==> src/rtl/pf_thr_pkg.sv <==
package pf_thr_pkg;
  typedef enum logic [1:0] {
    LVL_LOW  = 2'd0,
    LVL_MED  = 2'd1,
    LVL_HIGH = 2'd2
  } lvl_e;

  localparam int DEG_W     = 3;
  localparam int DEG_MAX   = 5;
  localparam int DEG_RESET = 2;
endpackage

==> src/rtl/pf_evt_counter.sv <==
module pf_evt_counter #(
  parameter int W = 11
) (
  input  logic         clk,
  input  logic         rst,
  input  logic         clr,
  input  logic         inc,
  output logic [W-1:0] cnt_o
);
  always_ff @(posedge clk) begin
    if (rst) begin
      cnt_o <= '0;
    end else if (clr) begin
      cnt_o <= W'(inc);
    end else if (inc && (cnt_o != '1)) begin
      cnt_o <= cnt_o + 1'b1;
    end
  end

  AST_CLEAR_RESTART: assert property (@(posedge clk) disable iff (rst)
    clr |=> (cnt_o <= W'(1)));
endmodule

==> src/rtl/pf_ratio_class.sv <==
module pf_ratio_class
  import pf_thr_pkg::*;
#(
  parameter int CNT_W = 11,
  parameter int THR_W = 8
) (
  input  logic [CNT_W-1:0] num_i,
  input  logic [CNT_W-1:0] den_i,
  input  logic [THR_W-1:0] lo_i,
  input  logic [THR_W-1:0] hi_i,
  output lvl_e             lvl_o
);
  localparam int PW = CNT_W + THR_W;

  logic [PW-1:0] num_scaled;
  logic [PW-1:0] lo_prod;
  logic [PW-1:0] hi_prod;

  always_comb begin
    num_scaled = PW'(num_i) << THR_W;
    lo_prod    = PW'(lo_i) * PW'(den_i);
    hi_prod    = PW'(hi_i) * PW'(den_i);
    if (num_scaled >= hi_prod)     lvl_o = LVL_HIGH;
    else if (num_scaled < lo_prod) lvl_o = LVL_LOW;
    else                           lvl_o = LVL_MED;
  end
endmodule

==> src/rtl/pf_degree_ctl.sv <==
module pf_degree_ctl
  import pf_thr_pkg::*;
(
  input  logic             clk,
  input  logic             rst,
  input  logic             close_i,
  input  logic             iss_zero_i,
  input  lvl_e             ev_lvl_i,
  input  lvl_e             mg_lvl_i,
  output logic [DEG_W-1:0] degree_o
);
  localparam logic [DEG_W-1:0] DMAX = DEG_W'(DEG_MAX);
  localparam logic [DEG_W-1:0] DRST = DEG_W'(DEG_RESET);

  logic [DEG_W-1:0] deg_nxt;

  always_comb begin
    deg_nxt = degree_o;
    if (close_i && !iss_zero_i) begin
      unique case (ev_lvl_i)
        LVL_HIGH: deg_nxt = DMAX;
        LVL_MED:  deg_nxt = (degree_o == DMAX) ? DMAX : degree_o + 1'b1;
        default: begin
          if (mg_lvl_i == LVL_HIGH)
            deg_nxt = (degree_o == '0) ? '0 : degree_o - 1'b1;
          else if (mg_lvl_i == LVL_LOW)
            deg_nxt = DMAX;
        end
      endcase
    end
  end

  always_ff @(posedge clk) begin
    if (rst) degree_o <= DRST;
    else     degree_o <= deg_nxt;
  end

  AST_DEG_RANGE: assert property (@(posedge clk) disable iff (rst)
    degree_o <= DMAX);
  AST_HOLD_OPEN: assert property (@(posedge clk) disable iff (rst)
    !close_i |=> $stable(degree_o));
  AST_HOLD_EMPTY: assert property (@(posedge clk) disable iff (rst)
    (close_i && iss_zero_i) |=> $stable(degree_o));
  AST_EVICT_HIGH: assert property (@(posedge clk) disable iff (rst)
    (close_i && !iss_zero_i && ev_lvl_i == LVL_HIGH) |=> degree_o == DMAX);
  AST_INACCURATE: assert property (@(posedge clk) disable iff (rst)
    (close_i && !iss_zero_i && ev_lvl_i == LVL_LOW && mg_lvl_i == LVL_LOW)
      |=> degree_o == DMAX);
  AST_MID_HOLD: assert property (@(posedge clk) disable iff (rst)
    (close_i && !iss_zero_i && ev_lvl_i == LVL_LOW && mg_lvl_i == LVL_MED)
      |=> $stable(degree_o));
endmodule

==> src/rtl/pf_throttle_ctrl.sv <==
module pf_throttle_ctrl
  import pf_thr_pkg::*;
#(
  parameter int PERIOD = 1024,
  parameter int THR_W  = 8
) (
  input  logic             clk,
  input  logic             rst,
  input  logic             evict_early_i,
  input  logic             merge_i,
  input  logic             pf_issue_i,
  input  logic [THR_W-1:0] thr_lo_i,
  input  logic [THR_W-1:0] thr_hi_i,
  output logic [2:0]       degree_o
);
  localparam int PER_W  = (PERIOD > 2) ? $clog2(PERIOD) : 1;
  localparam int CNT_W  = $clog2(PERIOD + 1);
  localparam int N_EVT  = 3;
  localparam int IDX_EV = 0;
  localparam int IDX_MG = 1;
  localparam int IDX_PF = 2;

  logic [PER_W-1:0] pcnt;
  logic             close;
  logic [N_EVT-1:0] evt;
  logic [CNT_W-1:0] cnt [N_EVT];
  lvl_e             lvl [2];

  assign close = (pcnt == PER_W'(PERIOD - 1));
  assign evt   = {pf_issue_i, merge_i, evict_early_i};

  always_ff @(posedge clk) begin
    if (rst || close) pcnt <= '0;
    else              pcnt <= pcnt + 1'b1;
  end

  for (genvar g = 0; g < N_EVT; g++) begin : g_cnt
    pf_evt_counter #(.W(CNT_W)) u_cnt (
      .clk   (clk),
      .rst   (rst),
      .clr   (close),
      .inc   (evt[g]),
      .cnt_o (cnt[g])
    );
  end

  for (genvar g = 0; g < 2; g++) begin : g_cls
    pf_ratio_class #(.CNT_W(CNT_W), .THR_W(THR_W)) u_cls (
      .num_i (cnt[g]),
      .den_i (cnt[IDX_PF]),
      .lo_i  (thr_lo_i),
      .hi_i  (thr_hi_i),
      .lvl_o (lvl[g])
    );
  end

  pf_degree_ctl u_deg (
    .clk        (clk),
    .rst        (rst),
    .close_i    (close),
    .iss_zero_i (cnt[IDX_PF] == '0),
    .ev_lvl_i   (lvl[IDX_EV]),
    .mg_lvl_i   (lvl[IDX_MG]),
    .degree_o   (degree_o)
  );

  AST_WINDOW_WRAP: assert property (@(posedge clk) disable iff (rst)
    close |=> (pcnt == '0));
endmodule

==> config.mk <==
export PLATFORM = sky130hd
export DESIGN_NAME = pf_throttle_ctrl
export DESIGN_NICKNAME = d
export VERILOG_FILES = /design/src/rtl/pf_thr_pkg.sv /design/src/rtl/pf_evt_counter.sv /design/src/rtl/pf_ratio_class.sv /design/src/rtl/pf_degree_ctl.sv /design/src/rtl/pf_throttle_ctrl.sv
export SDC_FILE = /design/constraint.sdc
export NUM_CORES = 1
export LEC_CHECK = 0
export ABC_AREA = 0
export BUFFER_PORTS_ARGS = -buffer_cell sky130_fd_sc_hd__buf_2
export CORE_AREA = 10 10 170 172
export CTS_BUF_LIST = sky130_fd_sc_hd__clkbuf_16
export DETAILED_ROUTE_END_ITERATION = 16
export DIE_AREA = 0 0 180 182
export SLEW_MARGIN = 20
export SYNTH_ARGS = -nofsm -noshare
export SYNTH_HDL_FRONTEND = slang
export SYNTH_SLANG_ARGS = --single-unit
==> constraint.sdc <==
create_clock -name clk -period 11.15 [get_ports clk]
set_input_delay 2.23 -clock clk [delete_from_list [all_inputs] [get_ports clk]]
set_output_delay 2.23 -clock clk [all_outputs]
set_load 0.01 [all_outputs]
==> results.md <==
- Grt ovf: 0
- Cells on Worst Hold Path: 1
- Syn_nets: 1304
- Critical path type: input port to flop
- DP Area: 9260 um^2
- Final Hold Violating Endpoints: 0
- Worst skew pair latency: 290 ps
- Die H: 182 um
- Worst endpoint data arrival time: 9240 ps
- Worst vdd ir: 0.0572 mV
- Top FF cell, synth: dfxtp_1
- Clock share of power: 36.4%
- Post-synthesis cell count: 1060
- Hold WC Path Type: flop to flop
- Sw Share: 31.7%
- Setup bufs post-CTS: 0
- Max-slew violations: 0
- Fin crit share: 81.2%
- Most common cell on crit path: fa_1
- Int Pwr: 0.292 mW
- Vias post-DR: 6827
- GRT Util Overall: 12.6%
- Achievable Freq: 0.110 GHz
- Cts bufs inserted: 5
- Area of the multi-input gates: 7140 um^2
- Core area: 25600 um^2
- Vias in the first global route: 6859
- Design area: 9410 um^2
- Slew margin rel.: 36.7%
- Synth cell types: 65
- Count of standard-cell rows: 59
- Skew final: 3.82 ps
- Routability cong.: 0.847
- Status: completed
- Final Setup Violations: 0
- Starting Density: 34.5%
- Die W: 180 um
- Detailed Route WL: 20100 um
- Share of layout cells above drive strength 1: 5.59%
- Slew @ Worst Pin: 948 ps
- Largest net degree at the start of global routing: 31
- Critical path peak fanout: 11
- Final Util: 36.7%
- Global-route wire length before repair: 35200 um
- Register area share after synthesis: 10.4%
- CTS root buffer: clkbuf_16
- Part of the power in registers: 40.2%
- CP startpoint: thr_lo_i[4]
- # clock sinks: 46
- Cts hold-fix bufs: 0
- CTS tree: done
- Area Growth Syn to Fin: 6.54%
- Reg2reg setup slack: 3280 ps
- Share of the synthesized area in the top cell type: 24.5%
- Post-synth top area cell: fa_1
- # fillers: 2665
- Final Critical Period: 9050 ps
- H-tree levels: 2
- DRT Pass-1 Iters: 5
- Vias per std cell: 4.91
- IO Pins: 24
- Post-CTS resize count: 0
- Maxcap violations: 0
- Initial antenna violation count: 0
- Storage cell area: 921 um^2
- Post-DRT Antenna Nets: 0
- Sw Pwr: 0.135 mW
- Synthesized flop and latch total: 46
- TNS Setup: 0 ps
- Worst Setup End Kind: flop
- Avg Inst Size Synth: 8.33 um^2
- Warnings from Yosys: 0
- Wirelength per Cell: 14.5 um
- Reg2reg start: g_cnt[2].u_cnt.cnt_o[3]$_SDFFE_PP0P_
- Post-synth ARST share: 0%
- N_diodes: 0
- Post-synth EDFFs: 0
- Total die area: 32800 um^2
- Drt drc: 0
- Power Dens Cells: 45.4 nW/um^2
- Synth area leaders: fa_1 (24%), ha_1 (16%), dfxtp_1 (10%), and2_1 (9.7%), inv_1 (6.9%)
- Path depth of the worst reg2reg path: 28
- Syn Std Cell Area: 8830 um^2
- CP max-delay cell: fa_1
- Max clock buf depth: 2
- CP required: 11330 ps
- CP peak stage delay: 550 ps
- Top post-synthesis cells by count: inv_1 (163), and2_1 (137), ha_1 (115)
- RR Endpoint: u_deg.degree_o[1]$_SDFFE_PP1P_
- Count leader, synth: inv_1
- Leak pwr: 4.60 nW
- Setup crit end: u_deg.degree_o[1]$_SDFFE_PP1P_
- Nets: 1299
- Startpoint Class: input port
- Unrepaired setup endpoints after global routing: no
- 1st-iter DRT viols: 280
- Share of total power in combinational logic: 23.4%
- Input/output buffers: 23
- DP HPWL: 16300 um
- Clock Pin Slew Worst Setup and Hold Paths: 70 ps
[through the flow]
step	total power, mW	instances	hold slack, ps	worst slack [ps]
floorplan	0.247	1060	430	2430
global placement	0.275	1383	448	2000
detailed placement	0.276	1383	456	1840
CTS	0.434	1391	473	2120
global route	0.457	1391	500	1520
finish	0.427	1391	467	2100
[logic make-up after synthesis]
family,share of synthesized area (%)
adder cells (fa/ha/maj),41.6
AND/OR/NAND/NOR,22.9
XOR/XNOR,5.04
AO/OA/AOI/OAI,11.0
multiplexers,0.340
flip-flops,10.4
buffers and inverters,8.73
[critical path: cells and delay by family]
| kind | cells | cell delay (ps) |
|---|---|---|
| adder cells (fa/ha/maj) | 6 | 2680 |
| buffers and inverters | 3 | 250 |
| AND/OR/NAND/NOR | 4 | 600 |
| AO/OA/AOI/OAI | 16 | 3450 |
[state kept, by name, indices dropped and copies added (netlist names)]
register / flops
pcnt: 10
g_cnt.u_cnt.cnt_o: 33
u_deg.degree_o: 3
[cell type report]
class | count | share of cell area, %
multi-input combinational | 809 | 75.9
clock inverter | 3 | 0.266
tap | 335 | 4.45
inverter | 163 | 6.50
clock buffer | 5 | 1.33
timing repair buffer | 30 | 1.78
sequential | 46 | 9.78
[metal layers]
layer | part of all wire [%] | up-vias | global-route usage (%)
met1 | 51 | 3274 | 18.1
met2 | 44 | 105 | 20.1
li1 | - | 3435 | -
met3 | 3.9 | 13 | 1.89
met5 | 0 | - | 0
met4 | 1.0 | 0 | 1.49
[layout by cell type, fill, tap and decap left out, types with 4 or more instances in the layout]
cell,n
and3_1,7
a211oi_1,7
o21bai_1,4
nand3_1,26
a21oi_1,48
a31oi_1,5
xnor2_1,24
nor2b_1,5
and2_1,137
or3_1,10
nand2_1,81
o21ai_0,27
buf_4,7
maj3_1,5
fa_1,108
clkbuf_16,5
ha_1,115
nor4_1,4
a21o_1,9
o211ai_1,5
dfxtp_1,46
inv_1,163
buf_2,23
nor3_1,9
nand4_1,9
xor2_1,25
o21a_1,7
nor2_1,57
nand2b_1,9
[how the worst min path moves through the flow]
stage | start | endpoint | slack [ps]
floorplan | pcnt[0]$_SDFF_PP0_ | pcnt[0]$_SDFF_PP0_ | 430
global placement | pcnt[0]$_SDFF_PP0_ | pcnt[0]$_SDFF_PP0_ | 450
detailed placement | pcnt[0]$_SDFF_PP0_ | pcnt[0]$_SDFF_PP0_ | 460
CTS | pcnt[0]$_SDFF_PP0_ | pcnt[0]$_SDFF_PP0_ | 470
global route | pcnt[0]$_SDFF_PP0_ | pcnt[0]$_SDFF_PP0_ | 500
finish | pcnt[0]$_SDFF_PP0_ | pcnt[0]$_SDFF_PP0_ | 470
[power groups by stage]
| stage | Clock (mW) | Sequential (mW) | Combinational [mW] |
|---|---|---|---|
| after floorplan | 0 | 0.174 | 0.0734 |
| after global placement | 0 | 0.176 | 0.0995 |
| after detailed placement | 0 | 0.176 | 0.100 |
| after CTS | 0.161 | 0.172 | 0.101 |
| after global routing | 0.168 | 0.172 | 0.117 |
| final | 0.155 | 0.172 | 0.100 |
(Power assumes the default switching activity.)
